$ cat src/rtl/rbs_pkg.sv
package rbs_pkg;
  localparam int unsigned FRM_W     = 5;
  localparam int unsigned FRM_ESF   = 24;
  localparam int unsigned FRM_SF    = 12;
  localparam int unsigned NIB_W     = 4;

  typedef enum logic {FMT_SF = 1'b0, FMT_ESF = 1'b1} fmt_e;
endpackage

$ cat src/rtl/rbs_slot_tracker.sv
module rbs_slot_tracker
  import rbs_pkg::*;
#(
  parameter int unsigned N_CH   = 24,
  localparam int unsigned SLOT_W = $clog2(N_CH) + 1
) (
  input  logic              clk_i,
  input  logic              rst_ni,
  input  fmt_e              fmt_i,
  input  logic              vld_i,
  input  logic              fs_i,
  input  logic              mfs_i,
  output fmt_e              fmt_o,
  output logic [SLOT_W-1:0] slot_o,
  output logic              sig_we_o,
  output logic [1:0]        sig_k_o,
  output logic              boundary_o,
  output logic              mf_begin_o,
  output logic              resync_o
);
  logic [FRM_W-1:0]  frame_q, frame_d;
  logic [SLOT_W-1:0] slot_q, slot_d;
  logic              sync_q, sync_d;
  fmt_e              fmt_q;
  logic [FRM_W-1:0]  last_q, last_cur;
  logic              at_wrap, hit;

  assign fmt_o    = (vld_i && mfs_i) ? fmt_i : fmt_q;
  assign last_q   = (fmt_q == FMT_ESF) ? FRM_W'(FRM_ESF - 1) : FRM_W'(FRM_SF - 1);
  assign last_cur = (fmt_o == FMT_ESF) ? FRM_W'(FRM_ESF - 1) : FRM_W'(FRM_SF - 1);
  assign at_wrap  = sync_q && frame_q == last_q && slot_q == SLOT_W'(N_CH - 1);

  always_comb begin
    frame_d = frame_q;
    slot_d  = slot_q;
    sync_d  = sync_q;
    if (vld_i) begin
      if (mfs_i) begin
        frame_d = '0;
        slot_d  = '0;
        sync_d  = 1'b1;
      end else if (fs_i) begin
        slot_d = '0;
        if (frame_q >= last_q) sync_d = 1'b0;
        if (frame_q != '1) frame_d = frame_q + 1'b1;
      end else if (slot_q != '1) begin
        slot_d = slot_q + 1'b1;
      end
    end
  end

  always_comb begin
    hit     = 1'b1;
    sig_k_o = 2'd0;
    case (frame_d)
      5'd5:    sig_k_o = 2'd0;
      5'd11:   sig_k_o = 2'd1;
      5'd17:   sig_k_o = 2'd2;
      5'd23:   sig_k_o = 2'd3;
      default: hit = 1'b0;
    endcase
  end

  assign slot_o     = slot_d;
  assign sig_we_o   = vld_i && sync_d && hit && frame_d <= last_cur && slot_d < SLOT_W'(N_CH);
  assign boundary_o = vld_i && sync_d && frame_d == last_cur && slot_d == SLOT_W'(N_CH - 1);
  assign mf_begin_o = vld_i && mfs_i;
  assign resync_o   = vld_i && mfs_i && !at_wrap;

  always_ff @(posedge clk_i or negedge rst_ni) begin
    if (!rst_ni) begin
      frame_q <= '0;
      slot_q  <= '0;
      sync_q  <= 1'b0;
      fmt_q   <= FMT_SF;
    end else begin
      frame_q <= frame_d;
      slot_q  <= slot_d;
      sync_q  <= sync_d;
      fmt_q   <= fmt_o;
    end
  end
endmodule

$ cat src/rtl/rbs_freeze_ctl.sv
module rbs_freeze_ctl (
  input  logic clk_i,
  input  logic rst_ni,
  input  logic alarm_i,
  input  logic auto_dis_i,
  input  logic mf_begin_i,
  input  logic boundary_i,
  output logic freeze_o,
  output logic commit_ok_o
);
  logic freeze_q, clean_q;

  assign freeze_o    = freeze_q;
  assign commit_ok_o = !freeze_q && !(alarm_i && !auto_dis_i);

  always_ff @(posedge clk_i or negedge rst_ni) begin
    if (!rst_ni) begin
      freeze_q <= 1'b0;
      clean_q  <= 1'b0;
    end else begin
      // a multiframe counts as clean only if it began with no alarm and saw none
      if (alarm_i)         clean_q <= 1'b0;
      else if (mf_begin_i) clean_q <= 1'b1;

      if (auto_dis_i)                         freeze_q <= 1'b0;
      else if (alarm_i)                       freeze_q <= 1'b1;
      else if (freeze_q && boundary_i && clean_q) freeze_q <= 1'b0;
    end
  end
endmodule

$ cat src/rtl/rbs_store.sv
module rbs_store
  import rbs_pkg::*;
#(
  parameter int unsigned N_CH    = 24,
  localparam int unsigned N_BYTES = N_CH / 2,
  localparam int unsigned PTR_W   = $clog2(N_BYTES + 1),
  localparam int unsigned SLOT_W  = $clog2(N_CH) + 1
) (
  input  logic                  clk_i,
  input  logic                  rst_ni,
  input  fmt_e                  fmt_i,
  input  logic                  sig_we_i,
  input  logic [1:0]            sig_k_i,
  input  logic [SLOT_W-1:0]     slot_i,
  input  logic                  bit_i,
  input  logic                  commit_i,
  input  logic                  chg_clr_i,
  output logic [4*N_CH-1:0]     store_o,
  output logic                  chg_irq_o,
  output logic [PTR_W-1:0]      chg_ptr_o,
  output logic [N_BYTES-1:0]    chg_vec_o
);
  logic [N_CH-1:0][NIB_W-1:0] sh_q, sh_d, st_q;
  logic [N_BYTES-1:0]         diff;
  logic [PTR_W-1:0]           ptr_c;

  always_comb begin
    sh_d = sh_q;
    if (sig_we_i) begin
      for (int c = 0; c < int'(N_CH); c++) begin
        if (slot_i == SLOT_W'(c)) begin
          if (fmt_i == FMT_ESF) begin
            sh_d[c][2'd3 - sig_k_i] = bit_i;
          end else if (sig_k_i == 2'd0) begin
            sh_d[c][3] = bit_i;
            sh_d[c][1] = bit_i;
          end else begin
            sh_d[c][2] = bit_i;
            sh_d[c][0] = bit_i;
          end
        end
      end
    end
  end

  for (genvar j = 0; j < N_BYTES; j++) begin : g_diff
    assign diff[j] = (sh_d[2*j] != st_q[2*j]) || (sh_d[2*j+1] != st_q[2*j+1]);
  end

  for (genvar c = 0; c < N_CH; c++) begin : g_out
    assign store_o[4*(N_CH-1-c) +: 4] = st_q[c];
  end

  always_comb begin
    ptr_c = '0;
    for (int j = int'(N_BYTES) - 1; j >= 0; j--) begin
      if (diff[j]) ptr_c = PTR_W'(j + 1);
    end
  end

  always_ff @(posedge clk_i or negedge rst_ni) begin
    if (!rst_ni) begin
      sh_q      <= '0;
      st_q      <= '0;
      chg_irq_o <= 1'b0;
      chg_ptr_o <= '0;
      chg_vec_o <= '0;
    end else begin
      sh_q      <= sh_d;
      chg_irq_o <= 1'b0;
      chg_vec_o <= (chg_clr_i ? '0 : chg_vec_o) | (commit_i ? diff : '0);
      if (commit_i) begin
        st_q <= sh_d;
        if (|diff) begin
          chg_irq_o <= 1'b1;
          chg_ptr_o <= ptr_c;
        end
      end
    end
  end
endmodule

$ cat src/rtl/rbs_sig_rx.sv
module rbs_sig_rx
  import rbs_pkg::*;
#(
  parameter int unsigned N_CH    = 24,
  localparam int unsigned N_BYTES = N_CH / 2,
  localparam int unsigned PTR_W   = $clog2(N_BYTES + 1)
) (
  input  logic                 clk_i,
  input  logic                 rst_ni,
  input  logic                 esf_i,
  input  logic                 byte_vld_i,
  input  logic [7:0]           byte_i,
  input  logic                 frame_start_i,
  input  logic                 mf_start_i,
  input  logic                 los_i,
  input  logic                 lof_i,
  input  logic                 slip_i,
  input  logic                 afreeze_dis_i,
  input  logic                 chg_clr_i,
  output logic [4*N_CH-1:0]    store_o,
  output logic                 freeze_o,
  output logic                 valid_o,
  output logic                 chg_irq_o,
  output logic [PTR_W-1:0]     chg_ptr_o,
  output logic [N_BYTES-1:0]   chg_vec_o,
  output logic                 resync_irq_o
);
  localparam int unsigned SLOT_W = $clog2(N_CH) + 1;

  fmt_e              fmt_cur;
  logic [SLOT_W-1:0] slot;
  logic              sig_we, boundary, mf_begin, resync, commit_ok, commit;
  logic [1:0]        sig_k;
  logic              unused_bits;

  assign unused_bits = ^byte_i[7:1];

  rbs_slot_tracker #(.N_CH(N_CH)) u_trk (
    .clk_i      (clk_i),
    .rst_ni     (rst_ni),
    .fmt_i      (esf_i ? FMT_ESF : FMT_SF),
    .vld_i      (byte_vld_i),
    .fs_i       (frame_start_i),
    .mfs_i      (mf_start_i),
    .fmt_o      (fmt_cur),
    .slot_o     (slot),
    .sig_we_o   (sig_we),
    .sig_k_o    (sig_k),
    .boundary_o (boundary),
    .mf_begin_o (mf_begin),
    .resync_o   (resync)
  );

  rbs_freeze_ctl u_frz (
    .clk_i       (clk_i),
    .rst_ni      (rst_ni),
    .alarm_i     (los_i | lof_i | slip_i),
    .auto_dis_i  (afreeze_dis_i),
    .mf_begin_i  (mf_begin),
    .boundary_i  (boundary),
    .freeze_o    (freeze_o),
    .commit_ok_o (commit_ok)
  );

  assign commit = boundary && commit_ok;

  rbs_store #(.N_CH(N_CH)) u_st (
    .clk_i     (clk_i),
    .rst_ni    (rst_ni),
    .fmt_i     (fmt_cur),
    .sig_we_i  (sig_we),
    .sig_k_i   (sig_k),
    .slot_i    (slot),
    .bit_i     (byte_i[0]),
    .commit_i  (commit),
    .chg_clr_i (chg_clr_i),
    .store_o   (store_o),
    .chg_irq_o (chg_irq_o),
    .chg_ptr_o (chg_ptr_o),
    .chg_vec_o (chg_vec_o)
  );

  always_ff @(posedge clk_i or negedge rst_ni) begin
    if (!rst_ni) begin
      valid_o      <= 1'b0;
      resync_irq_o <= 1'b0;
    end else begin
      resync_irq_o <= resync;
      if (resync)      valid_o <= 1'b0;
      else if (commit) valid_o <= 1'b1;
    end
  end
endmodule

$ cat config.mk
export PLATFORM = sky130hd
export DESIGN_NAME = rbs_sig_rx
export DESIGN_NICKNAME = d
export VERILOG_FILES = /design/src/rtl/rbs_pkg.sv /design/src/rtl/rbs_slot_tracker.sv /design/src/rtl/rbs_freeze_ctl.sv /design/src/rtl/rbs_store.sv /design/src/rtl/rbs_sig_rx.sv
export SDC_FILE = /design/constraint.sdc
export NUM_CORES = 1
export LEC_CHECK = 0
export BUFFER_PORTS_ARGS = -buffer_cell sky130_fd_sc_hd__buf_2
export CAP_MARGIN = 20
export CELL_PAD_IN_SITES_DETAIL_PLACEMENT = 0
export CELL_PAD_IN_SITES_GLOBAL_PLACEMENT = 1
export CORE_MARGIN = 1.5
export CORE_UTILIZATION = 47
export CTS_BUF_LIST = sky130_fd_sc_hd__clkbuf_8
export DETAILED_ROUTE_END_ITERATION = 7
export GPL_TIMING_DRIVEN = 0
export HOLD_SLACK_MARGIN = 0.06
export PLACE_DENSITY_LB_ADDON = 0.12
export SKIP_LAST_GASP = 1
export SYNTH_ARGS = -nofsm -noshare
export SYNTH_HDL_FRONTEND = slang
export SYNTH_SLANG_ARGS = --single-unit
$ cat constraint.sdc
create_clock -name clk_i -period 6.12 [get_ports clk_i]
set_clock_uncertainty 0.05 [all_clocks]
set_input_delay 1.836 -clock clk_i [delete_from_list [all_inputs] [get_ports clk_i]]
set_output_delay 1.836 -clock clk_i [all_outputs]
set_load 0.02 [all_outputs]
Yosys cells after proc, flatten, opt, wreduce, memory -nomap -nowiden

Cells that the tools add are included.

Output and inout port bits: 116
Register bits: 226
Bits of input ports: 19

Mux-type cells: 212
Bitwise gates (word level): 3
Magnitude comparators: 5
Reductions and logical operators: 40
Equal/unequal tests: 56
Add/subtract/negate cells: 3

Operators with widths:

| cell                | count |
|---|---|
| $mux 4              | 60 |
| $mux 1              | 113 |
| $bwmux 4            | 24 |
| $mux 96             | 1 |
| $ne 4x4->1          | 24 |
| $eq 6x5->1 const B  | 9 |
| $eq 6x4->1 const B  | 8 |
| $mux 5              | 6 |
| $eq 6x3->1 const B  | 4 |
| $mux 12             | 2 |
| $mux 6              | 4 |
| $logic_and 1x1->1   | 16 |
| $eq 6x2->1 const B  | 2 |
| $logic_or 1x1->1    | 12 |
| $or 12x12->12       | 1 |
| $reduce_or 12->1    | 1 |
| $eq 5x5->1          | 2 |
| $eq 5x5->1 const B  | 2 |
| $add 6x1->6 const B | 1 |
| $eq 6x1->1 const B  | 1 |
| $logic_not 6->1     | 1 |
| $lt 6x5->1 const B  | 1 |
| $ne 6x6->1 const B  | 1 |
| $pmux 2 s3          | 1 |
| 17 further kinds    | 22 |

Longest topological paths before layout

Gate-level depths: netlist (run 1).

Word-level depth: 30
Mapped depth: 22

Cells and area by module

Synthesis (run 1) repeated with hierarchy kept, for this count alone.

Cell total of the unflattened synthesis: 1394
Area total of the unflattened synthesis: 13052.5 µm²

By module, submodules not included:

| module           | area each (µm²) | instances | sequential area each (µm²) | cells an instance |
|---|---|---|---|---|
| rbs_store        | 11802.6         | 1         | 5230.0                     | 1248 |
| rbs_slot_tracker | 1097.3          | 1         | 325.3                      | 132 |
| rbs_freeze_ctl   | 81.3            | 1         | 50.0                       | 8 |
| rbs_sig_rx       | 71.3            | 1         | 50.0                       | 6 |

Worst setup path before layout (run 1)

No wires, ideal clock.

Kind: input -> register
From: input port mf_start_i
To: register u_st.chg_ptr_o[0]
Path buffers: 2
Setup slack: -0.349 ns
Stages on the path: 18
Arrival time: 6.294 ns
Data required time: 5.945 ns
Cells stage by stage: buf_2 and2_1 clkbuf_1 nand2_1 a21boi_2 inv_2 ha_1 a21o_1 a21oi_1 o211ai_1 nor4_4 nand3_2 mux2_4 a2111o_1 or4b_4 nand4bb_4 o21ai_2 mux2_2

RTL lines:

| what                 | RTL line         | text |
|---|---|---|
| start, declared      | rbs_sig_rx.sv:14 | `input logic mf_start_i,` |
| end signal, assigned | rbs_store.sv:76  | `chg_ptr_o <= ptr_c;` |
| end, declared        | rbs_store.sv:20  | `output logic [PTR_W-1:0] chg_ptr_o,` |

Worst setup path in the final report (run 1)

From: input port byte_i[0]
To: register u_st.chg_ptr_o[0]

Word-level cells in the longest chain between the ends: 17

RTL lines:

| what                                      | RTL line                         | text |
|---|---|---|
| start, declared                           | rbs_sig_rx.sv:12                 | `input logic [7:0] byte_i,` |
| $mux 1 / $bwmux 4 (equally long branches) | rbs_store.sv:34, rbs_store.sv:33 |  |
| $mux 4                                    | rbs_store.sv:32                  | `if (fmt_i == FMT_ESF) begin` |
| $mux 4                                    | rbs_store.sv:31                  | `if (slot_i == SLOT_W'(c)) begin` |
| $mux 96 *                                 | rbs_store.sv:29                  | `if (sig_we_i) begin` |
| $ne 4x4->1                                | rbs_store.sv:47                  | `assign diff[j] = (sh_d[2*j] != st_q[2*j]) \|\| (sh_d[2*j+1] != st_q[2*j+1]);` |
| $logic_or 1x1->1                          | rbs_store.sv:47                  |  |
| $mux 4 (11 in a row)                      | rbs_store.sv:57                  | `if (diff[j]) ptr_c = PTR_W'(j + 1);` |

Mark *: on every way between the ends. The rest lies on a longest branch, timed or not.
A chain may end at the register's enable or synchronous reset.

==> summary by stage, run 1 <==
Status
The flow ran to the end, and the final reports show no timing, DRC or antenna violations.

Clock network
The maximum buffer depth of the clock tree is 3. The tree is rooted in a clkbuf_8. Clock-pin slew was measured on the worst setup and hold paths at 0.06 ns.

The clock buffer count from CTS is 41. The clock tree from TritonCTS is built. The level count of the clock H-tree is 2. For the worst-skew pair, the clock arrives at the later sink with an insertion delay of 0.59 ns. Clock tree synthesis found a total of 226 sinks.

Synthesis
The flop and latch count out of synthesis is 226. The cell count after synthesis is 1531. By area the synthesized netlist is led by dfrtp_1, nand2_1, mux2_2. Yosys mapped a number of flops with a built-in enable equal to 0. The number of warnings issued by yosys is 0. The number of nets in the synthesized netlist is 1558. For this run, asynchronously set or reset flops after synthesis account for 100%. The post-synthesis cell type with the largest combined area is dfrtp_1. The commonest cells after synthesis are dfrtp_1, nand2_1, o21ai_0. In this run the biggest area consumer among cell types represents 41.3% of the synthesized area.

The post-synth design cell area is 13700 um2. In the post-synthesis netlist, the cell with the most instances is dfrtp_1. The mean post-synth cell area is 8.95 um2. Counting distinct cell types in the post-synthesis netlist gives 97. The commonest register cell after synthesis is dfrtp_1. Of the synthesized area, sequential elements account for 41.3%.

Setup path
Walking the worst path, the cells encountered are buf_2 > inv_1 > clkbuf_1 > clkbuf_1 > clkbuf_1 > clkbuf_2 > nor3_1 > nor4_1 > nand4_1 > buf_4 > nor2_1 > nand4b_1 > o21ai_4 > mux2_4. The worst setup slack for register-to-register paths is 0.71 ns. The largest fanout of any net on the critical path is 10. The startpoint type of the worst setup path is a primary input. The data required time of the worst path is 6.52 ns. The delay of the slowest cell on the worst path is 0.76 ns.

The endpoint class of the critical path is a flop. The critical setup path kind is in -> reg. The number of buffers and inverters on the critical path is 7.

The library cell appearing most often on the critical path is clkbuf_1. The kind of cell with the highest combined delay on the critical path is buffers and inverters. The capture point of the worst reg-to-reg path is u_st.chg_ptr_o[0]. The beginning of the worst register-to-register path is u_trk.frame_q[1]. The arrival time of data at the critical path endpoint is 6.52 ns.

The number of cells on the worst reg-to-reg path is 15. The library cell contributing the largest single delay on the critical path is clkbuf_1.

Finish
The antenna diode count is 0. The number of nets in the layout is 1802. The ratio of cells with drive above 1 in the final layout is 26.9%.

The number of fill cells in the layout is 2719. The combined area of the multi-input logic cells is 8050 um2. Across the whole layout, storage elements account for 5660 um2. The area growth from synthesis to final layout is 23.9%. The utilization after layout is 59.1%.

The finished cells cover 17000 um2.

Floorplan
The core region is 28700 um2. The floorplan die height is 174 um. The number of primary I/O pins is 135. In this run the horizontal extent of the chip is 174 um. After floorplanning, the core was divided into 62 placement rows. The area of the die is 30200 um2.

The effective utilization at floorplan is 47.7%.

Worst hold path
The path class of the lowest-slack min-delay path is reg -> reg. The path with the worst hold slack has its endpoint at u_frz.freeze_o. The hold path startpoint is u_frz.clean_q.

Counting instances, the worst hold path has a depth of 1.

STA
Timing would allow up to 0.164 GHz. Setup violations remaining at the end of the flow were counted as 0. The minimum clock period after layout is 6.12 ns. The worst-margin pin slew is 1.21 ns.

The worst pin sits at a relative slew slack of 18.8%. The number of hold violations in the final report is 0. The count of final max-slew check failures was 0. The part of the cycle the worst path needs is 99.9%.

Global routing
For this run the aggregate overflow at the end of global routing stands at 0. The number of global-route vias before repair is 13300. The number of antenna violations at the first check in global routing is 1. The first-pass GRT wire length is 85300 um.

Global routing consumed, over all layers together, 37.6% of the routing resources. The largest net degree at the start of global routing is 116.

Drt
The detailed router's first-iteration violation count is 1523. The count of nets left with antenna violations once routing finished came out at 0. The number of search-and-repair iterations in the first detailed-routing pass is 5. For this block, the routed nets add up to 57400 um of wire. For this block, the via count after detailed routing is 14000. After detailed routing, the number of vias per cell comes to 6.41. In the routed design, unresolved DRC markers number 0. The wire length per cell is 26.2 um.

Place
The count of buffers inserted at the top-level ports is 126. The total placed instance area is 15000 um2. At the end of routability-driven placement, the weighted congestion stood at 1.02. The final HPWL from detailed placement is 41400 um.

Power and ir drop
The maximum resistive drop on vdd is 163 uV. In this run the power density over the cells is 192 nW/um2. The total leakage power is 8.10 nW.

Run
The number of maximum-capacitance violations is 0.
==> placed cells by master (no fill, tap or decap), types with 10 or more instances in the layout <==
cell type,netlist,routed
o2111ai_1,18,15
buf_2,16,137
and3_1,11,11
clkbuf_2,0,10
clkbuf_8,0,49
nand2b_1,32,32
o211ai_1,15,15
nor4_1,29,20
a22oi_1,14,13
nand4_1,40,40
buf_4,3,71
nand2_1,209,203
nor3_1,45,34
xnor2_1,28,28
a21oi_1,67,58
a21o_1,15,13
clkbuf_1,55,36
o21ai_0,113,111
buf_6,2,11
nand3_1,59,55
nor2b_1,19,19
nor2_1,67,58
inv_1,79,97
o22ai_1,10,10
a31oi_1,20,19
mux2i_1,39,37
xor2_1,20,20
mux2_2,57,55
dfrtp_1,226,226
==> worst max-delay path by stage <==
stage,startpoint,endpoint,depth (start not counted)
global placement,byte_vld_i,u_st.chg_irq_o,21
detailed placement,byte_vld_i,u_st.chg_irq_o,17
floorplan,byte_vld_i,u_st.chg_ptr_o[0],19
finish,byte_i[0],u_st.chg_ptr_o[0],14
global route,byte_vld_i,u_st.chg_ptr_o[0],24
CTS,byte_vld_i,u_st.chg_irq_o,25
==> where the power goes <==
part / internal (W) / total, W / switching (W)
sequential: 0.00151 / 0.00152 / 0.0000140
clock: 0.000710 / 0.00139 / 0.000678
combinational: 0.000105 / 0.000358 / 0.000252
total: 0.00232 / 0.00327 / 0.000945
==> state kept, by name (all words and copies together) (netlist names) <==
signal	cells
u_frz.freeze_o	1
u_trk.slot_q	6
u_st.sh_q	96
u_st.chg_irq_o	1
u_trk.sync_q	1
u_st.store_o	96
u_frz.clean_q	1
u_trk.fmt_q	1
u_st.chg_ptr_o	4
u_st.chg_vec_o	12
u_trk.frame_q	5
resync_irq_o	1
valid_o	1
==> what timing repair did <==
item                                   CTS  global route
pin swaps                               22            29
setup endpoints to repair               37            34
buffers inserted                        39            31
endpoints found under the hold margin    0             0
hold buffers                             0             0
gates resized for setup                 72            88
==> per-stage QoR <==
stage	worst slack, ns	std cells	hold slack [ns]	power (W)	TNS [ns]
6_report	0.00439	2187	0.404	0.00327	0
5_1_grt	-0.0439	2187	0.416	0.00336	-0.0653
4_1_cts	-0.00513	2159	0.407	0.00323	-0.00513
3_5_place_dp	-1.57	2049	0.393	0.00183	-54.95
3_3_place_gp	-1.60	2041	0.402	0.00183	-254.19
2_1_floorplan	-0.0166	1531	0.370	0.00170	-0.0332
==> logic make-up (layout without fill, tap and decap cells) <==
| group | after synthesis | after routing | synth area share (%) |
|---|---|---|---|
| compound gates | 409 | 409 | 20.8 |
| xor+xnor | 48 | 48 | 3.07 |
| buf+inv | 164 | 436 | 4.83 |
| mux | 97 | 97 | 7.64 |
| fa+ha+maj | 8 | 8 | 0.730 |
| flops | 226 | 226 | 41.3 |
| simple gates | 579 | 579 | 21.7 |
==> worst reg2reg max path: cells and delay by family (launching register included) <==
family,cells,cell delay (ns)
buffers and inverters,1,0.34
DFF,1,0.53
muxes,1,0.31
adders and majority gates,1,0.37
and+or+nand+nor,7,1.96
AOI/OAI and AO/OA,5,1.75
==> layout make-up <==
cell class / count / share of cell area, %
multi-input combinational: 1141 / 47.4
timing repair buffer: 205 / 7.53
buffer: 77 / 2.56
inverter: 83 / 1.85
clock buffer: 48 / 3.89
clock inverter: 23 / 0.619
tap: 384 / 2.83
sequential: 226 / 33.3
==> metal layers <==
| layer | wire length [um] | vias up | GRT usage, % |
|---|---|---|---|
| li1 | - | 6135 | - |
| met3 | 5370 | 189 | 7.63 |
| met2 | 25000 | 778 | 57.0 |
| met5 | 0 | - | 0 |
| met4 | 3340 | 0 | 19.2 |
| met1 | 23700 | 6918 | 51.0 |
No activity file was read; power rests on OpenSTA's default activity.
==> run 2, diff against run 1 <==
--- a/config.mk
+++ b/config.mk
@@ -5,14 +5,12 @@
 export SDC_FILE = /design/constraint.sdc
 export NUM_CORES = 1
 export LEC_CHECK = 0
-export BUFFER_PORTS_ARGS = -buffer_cell sky130_fd_sc_hd__buf_2
 export CAP_MARGIN = 20
-export CELL_PAD_IN_SITES_DETAIL_PLACEMENT = 0
-export CELL_PAD_IN_SITES_GLOBAL_PLACEMENT = 1
 export CORE_MARGIN = 1.5
-export CORE_UTILIZATION = 47
+export CORE_UTILIZATION = 55
 export CTS_BUF_LIST = sky130_fd_sc_hd__clkbuf_8
 export DETAILED_ROUTE_END_ITERATION = 7
+export DONT_BUFFER_PORTS = 1
 export GPL_TIMING_DRIVEN = 0
 export HOLD_SLACK_MARGIN = 0.06
 export PLACE_DENSITY_LB_ADDON = 0.12
==> run 2 against run 1 <==
  * The run now ends with negative setup slack left
  * Cell area is 6.9% lower
  * Flip-flop and latch count stayed put
  * Count of clock-buffer cells in the layout stayed put
  * Largest power group unchanged
==> summary by stage, run 2 (same netlist as run 1, synthesis figures left out) <==
Status
Outcome: finished, violations left (was completed). The final reports fail on negative setup slack.

Clock network
The total clock sinks is 226 (unchanged). The level count of the clock H-tree was 2 (unchanged). The root buffer cell is clkbuf_8 (unchanged). The maximum buffer depth of the clock tree is 3 (unchanged). The clock tree from TritonCTS was built (unchanged). The clock buffer count from CTS is 39 (was 41).

The clock edge transition at the registers on the reported setup and hold paths is 0.07 ns (was 0.06 ns). The clock latency reported for the late side of the worst-skew pair is 0.57 ns (was 0.59 ns). The number of hold-repair buffers added at the cts stage is 0 (unchanged).

Setup path
The arrival time of data at the critical path endpoint is 6.53 ns (was 6.52 ns). The instance count on the critical path is 14 (unchanged). The termination of the worst setup path is u_st.chg_ptr_o[1] (was u_st.chg_ptr_o[0]). The critical setup path kind was in -> reg (unchanged).

The cell count of the worst reg-to-reg path was 16 (was 15). The data required time of the worst path is 6.52 ns (about the same). The library cell contributing the largest single delay on the critical path is o21ai_0 (was clkbuf_1). The worst setup slack for register-to-register paths came to 0.51 ns (was 0.71 ns). The start point of the critical path was frame_start_i (was byte_i[0]). The delay of the slowest cell on the worst path was 0.96 ns (was 0.76 ns). The largest fanout of any net on the critical path is 10 (unchanged). The library cell appearing most often on the critical path is nand2_1 (was clkbuf_1).

The endpoint class of the critical path is a flop (unchanged). List of cells traversed by the critical path: buf_2 > nor2_1 > a32oi_1 > o21ai_0 > nand2_1 > nor3_2 > mux2_2 > a221o_1 > nor4_4 > buf_4 > nand2_1 > nand4bb_4 > o21ai_4 > mux2_4 (was buf_2 > inv_1 > clkbuf_1 > clkbuf_1 > clkbuf_1 > clkbuf_2 > nor3_1 > nor4_1 > nand4_1 > buf_4 > nor2_1 > nand4b_1 > o21ai_4 > mux2_4). The beginning of the worst register-to-register path was u_trk.frame_q[1] (unchanged). The capture point of the worst reg-to-reg path is u_st.chg_ptr_o[1] (was u_st.chg_ptr_o[0]). The startpoint type of the worst setup path is a primary input (unchanged). The number of buffers and inverters on the critical path was 2 (was 7). The kind of cell with the highest combined delay on the critical path is compound AO/OA/AOI/OAI gates (was buffers and inverters).

Finish
The number of nets in the layout is 1645 (was 1802). The most frequent standard cell in the layout excluding fill and tap cells was dfrtp_1 (unchanged). The number of fill cells in the layout is 2095 (was 2719).

The final standard cell count with taps included and fillers excluded is 1973 (was 2187). The ratio of cells with drive above 1 in the final layout was 18.3% (was 26.9%). Most used cells in the layout excluding fill and tap cells: dfrtp_1, nand2_1, o21ai_0 (was dfrtp_1, nand2_1, buf_2). The area growth from synthesis to final layout came to 15.3% (was 23.9%).

Place
The count of buffers inserted at the top-level ports is 0 (was 126). The count of placed standard cells including taps is 1860 (was 2049). The final weighted congestion in routability-driven placement came to 1.00 (was 1.02).

The final HPWL from detailed placement was 38700 um (was 41400 um).

Power and ir drop
The maximum resistive drop on vdd came to 201 uV (was 163 uV). The power density normalized to cell area was 205 nW/um2 (was 192 nW/um2). The total leakage power came to 7.24 nW (was 8.10 nW). The post-layout total power is 0.00325 W (was 0.00327 W).

Floorplan
The die width is 161 um (was 174 um). The effective utilization at floorplan is 56.2% (was 47.7%). The number of primary I/O pins is 135 (unchanged). The area of the die came to 25900 um2 (was 30200 um2). The cell row count was 57 (was 62). The area of the core is 24400 um2 (was 28700 um2).

The floorplan die height was 161 um (was 174 um).

STA
The part of the cycle the worst path needs was 100% (was 99.9%). The number of hold violations in the final report was 0 (unchanged). The maximum clock rate is 0.163 GHz (was 0.164 GHz). The minimum clock period after layout is 6.13 ns (was 6.12 ns). The slack of the critical path was -0.0114 ns (was 0.00439 ns).

The number of endpoints failing setup at the final stage is 1 (was 0). The worst-margin pin slew is 1.27 ns (was 1.21 ns). The count of final max-slew check failures came to 0 (unchanged). The worst-case headroom to the max-slew limit is 14.5% (was 18.8%).

Drt
The number of search-and-repair iterations in the first detailed-routing pass is 6 (was 5). The wire length per cell came to 27.7 um (was 26.2 um). The detailed router's first-iteration violation count is 1973 (was 1523). The number of vias in the routed layout was 13500 (was 14000). The routed wire length is 54600 um (was 57400 um). The detailed-route vias per instance is 6.85 (was 6.41). The number of antenna-violating nets in the routed design is 0 (unchanged). The post-detailed-route DRC marker count is 0 (unchanged).

Global routing
The total overflow reported by the global router was 0 (unchanged). The number of antenna violations at the first check in global routing came to 3 (was 1). The largest net degree at the start of global routing is 227 (was 116). The combined global-route utilization of all metal layers was 41.5% (was 37.6%). The first-pass GRT wire length is 80300 um (was 85300 um). The number of global-route vias before repair is 12800 (was 13300).

Worst hold path
The path class of the lowest-slack min-delay path is reg -> reg (unchanged).

Run
The number of maximum-capacitance violations came to 0 (unchanged).
==> run 2: area by class of cell <==
| cell class | instances | area (um2) | area share (%) |
|---|---|---|---|
| Clock inverter | 23 | 144 | 0.910 |
| Clock buffer | 48 | 661 | 4.18 |
| Timing Repair Buffer | 48 | 378 | 2.39 |
| Tap cell | 324 | 405 | 2.56 |
| Inverter | 83 | 312 | 1.97 |
| Antenna cell | 1 | 2.50 | 0.0158 |
| Multi-Input combinational cell | 1142 | 7840 | 49.6 |
| Buffer | 78 | 410 | 2.60 |
| Sequential cell | 226 | 5660 | 35.8 |
==> run 2: how the worst min path moves through the flow <==
stage | from | endpoint | cells past startpoint
finish | u_frz.clean_q | u_frz.freeze_o | 1
global route | u_frz.clean_q | u_frz.freeze_o | 1
CTS | u_frz.clean_q | u_frz.freeze_o | 1
detailed placement | u_frz.clean_q | u_frz.freeze_o | 1
global placement | u_frz.clean_q | u_frz.freeze_o | 1
floorplan | u_frz.clean_q | u_frz.freeze_o | 1
==> run 2: worst reg2reg max path, delay by kind of cell, from the launching register on <==
family	cells	cell delay (ns)
flip-flops	1	0.52
adder cells (fa/ha/maj)	1	0.36
buffers and inverters	2	0.72
multiplexers	1	0.32
AND/OR/NAND/NOR	5	1.25
AO/OA/AOI/OAI	7	2.27
==> run 2: timing repair <==
action,4_1_cts,5_1_grt
setup buffers,22,21
endpoints found under the hold margin,0,0
resized for setup,30,79
setup endpoints to repair,13,23
pin swaps,8,26
gates cloned,0,1
==> run 2: report_power, final <==
group          leakage (nW)  total, W  internal (W)  switching (W)
Combinational          3.68  0.000293     0.0000853       0.000208
Clock                 0.461   0.00143      0.000760       0.000674
Sequential             3.10   0.00152       0.00151      0.0000146
==> run 2: metrics by stage <==
| step | cell area (um2) | setup slack, ns | setup TNS [ns] | utilization (%) | hold WS [ns] |
|---|---|---|---|---|---|
| after floorplan | 13800 | -0.0166 | -0.0332 | - | 0.370 |
| after global placement | 14200 | -2.01 | -26.19 | 58.3 | 0.392 |
| after detailed placement | 14200 | -2.03 | -25.59 | 58.4 | 0.379 |
| after CTS | 15400 | 0.000417 | 0 | 63.0 | 0.391 |
| after global routing | 15800 | -0.0498 | -0.116 | 64.8 | 0.428 |
| final | 15800 | -0.0114 | -0.0114 | 64.8 | 0.391 |
==> run 2: per-layer routing <==
layer / vias to the layer above / GRT usage [%] / part of all wire (%) / wire [um]
met3: 205 / 10.2 / 12 / 6710
li1: 5827 / - / - / -
met4: 0 / 19.6 / 5.5 / 3010
met2: 910 / 61.9 / 43 / 23500
met5: - / 0 / 0 / 0
met1: 6565 / 56.7 / 39 / 21400
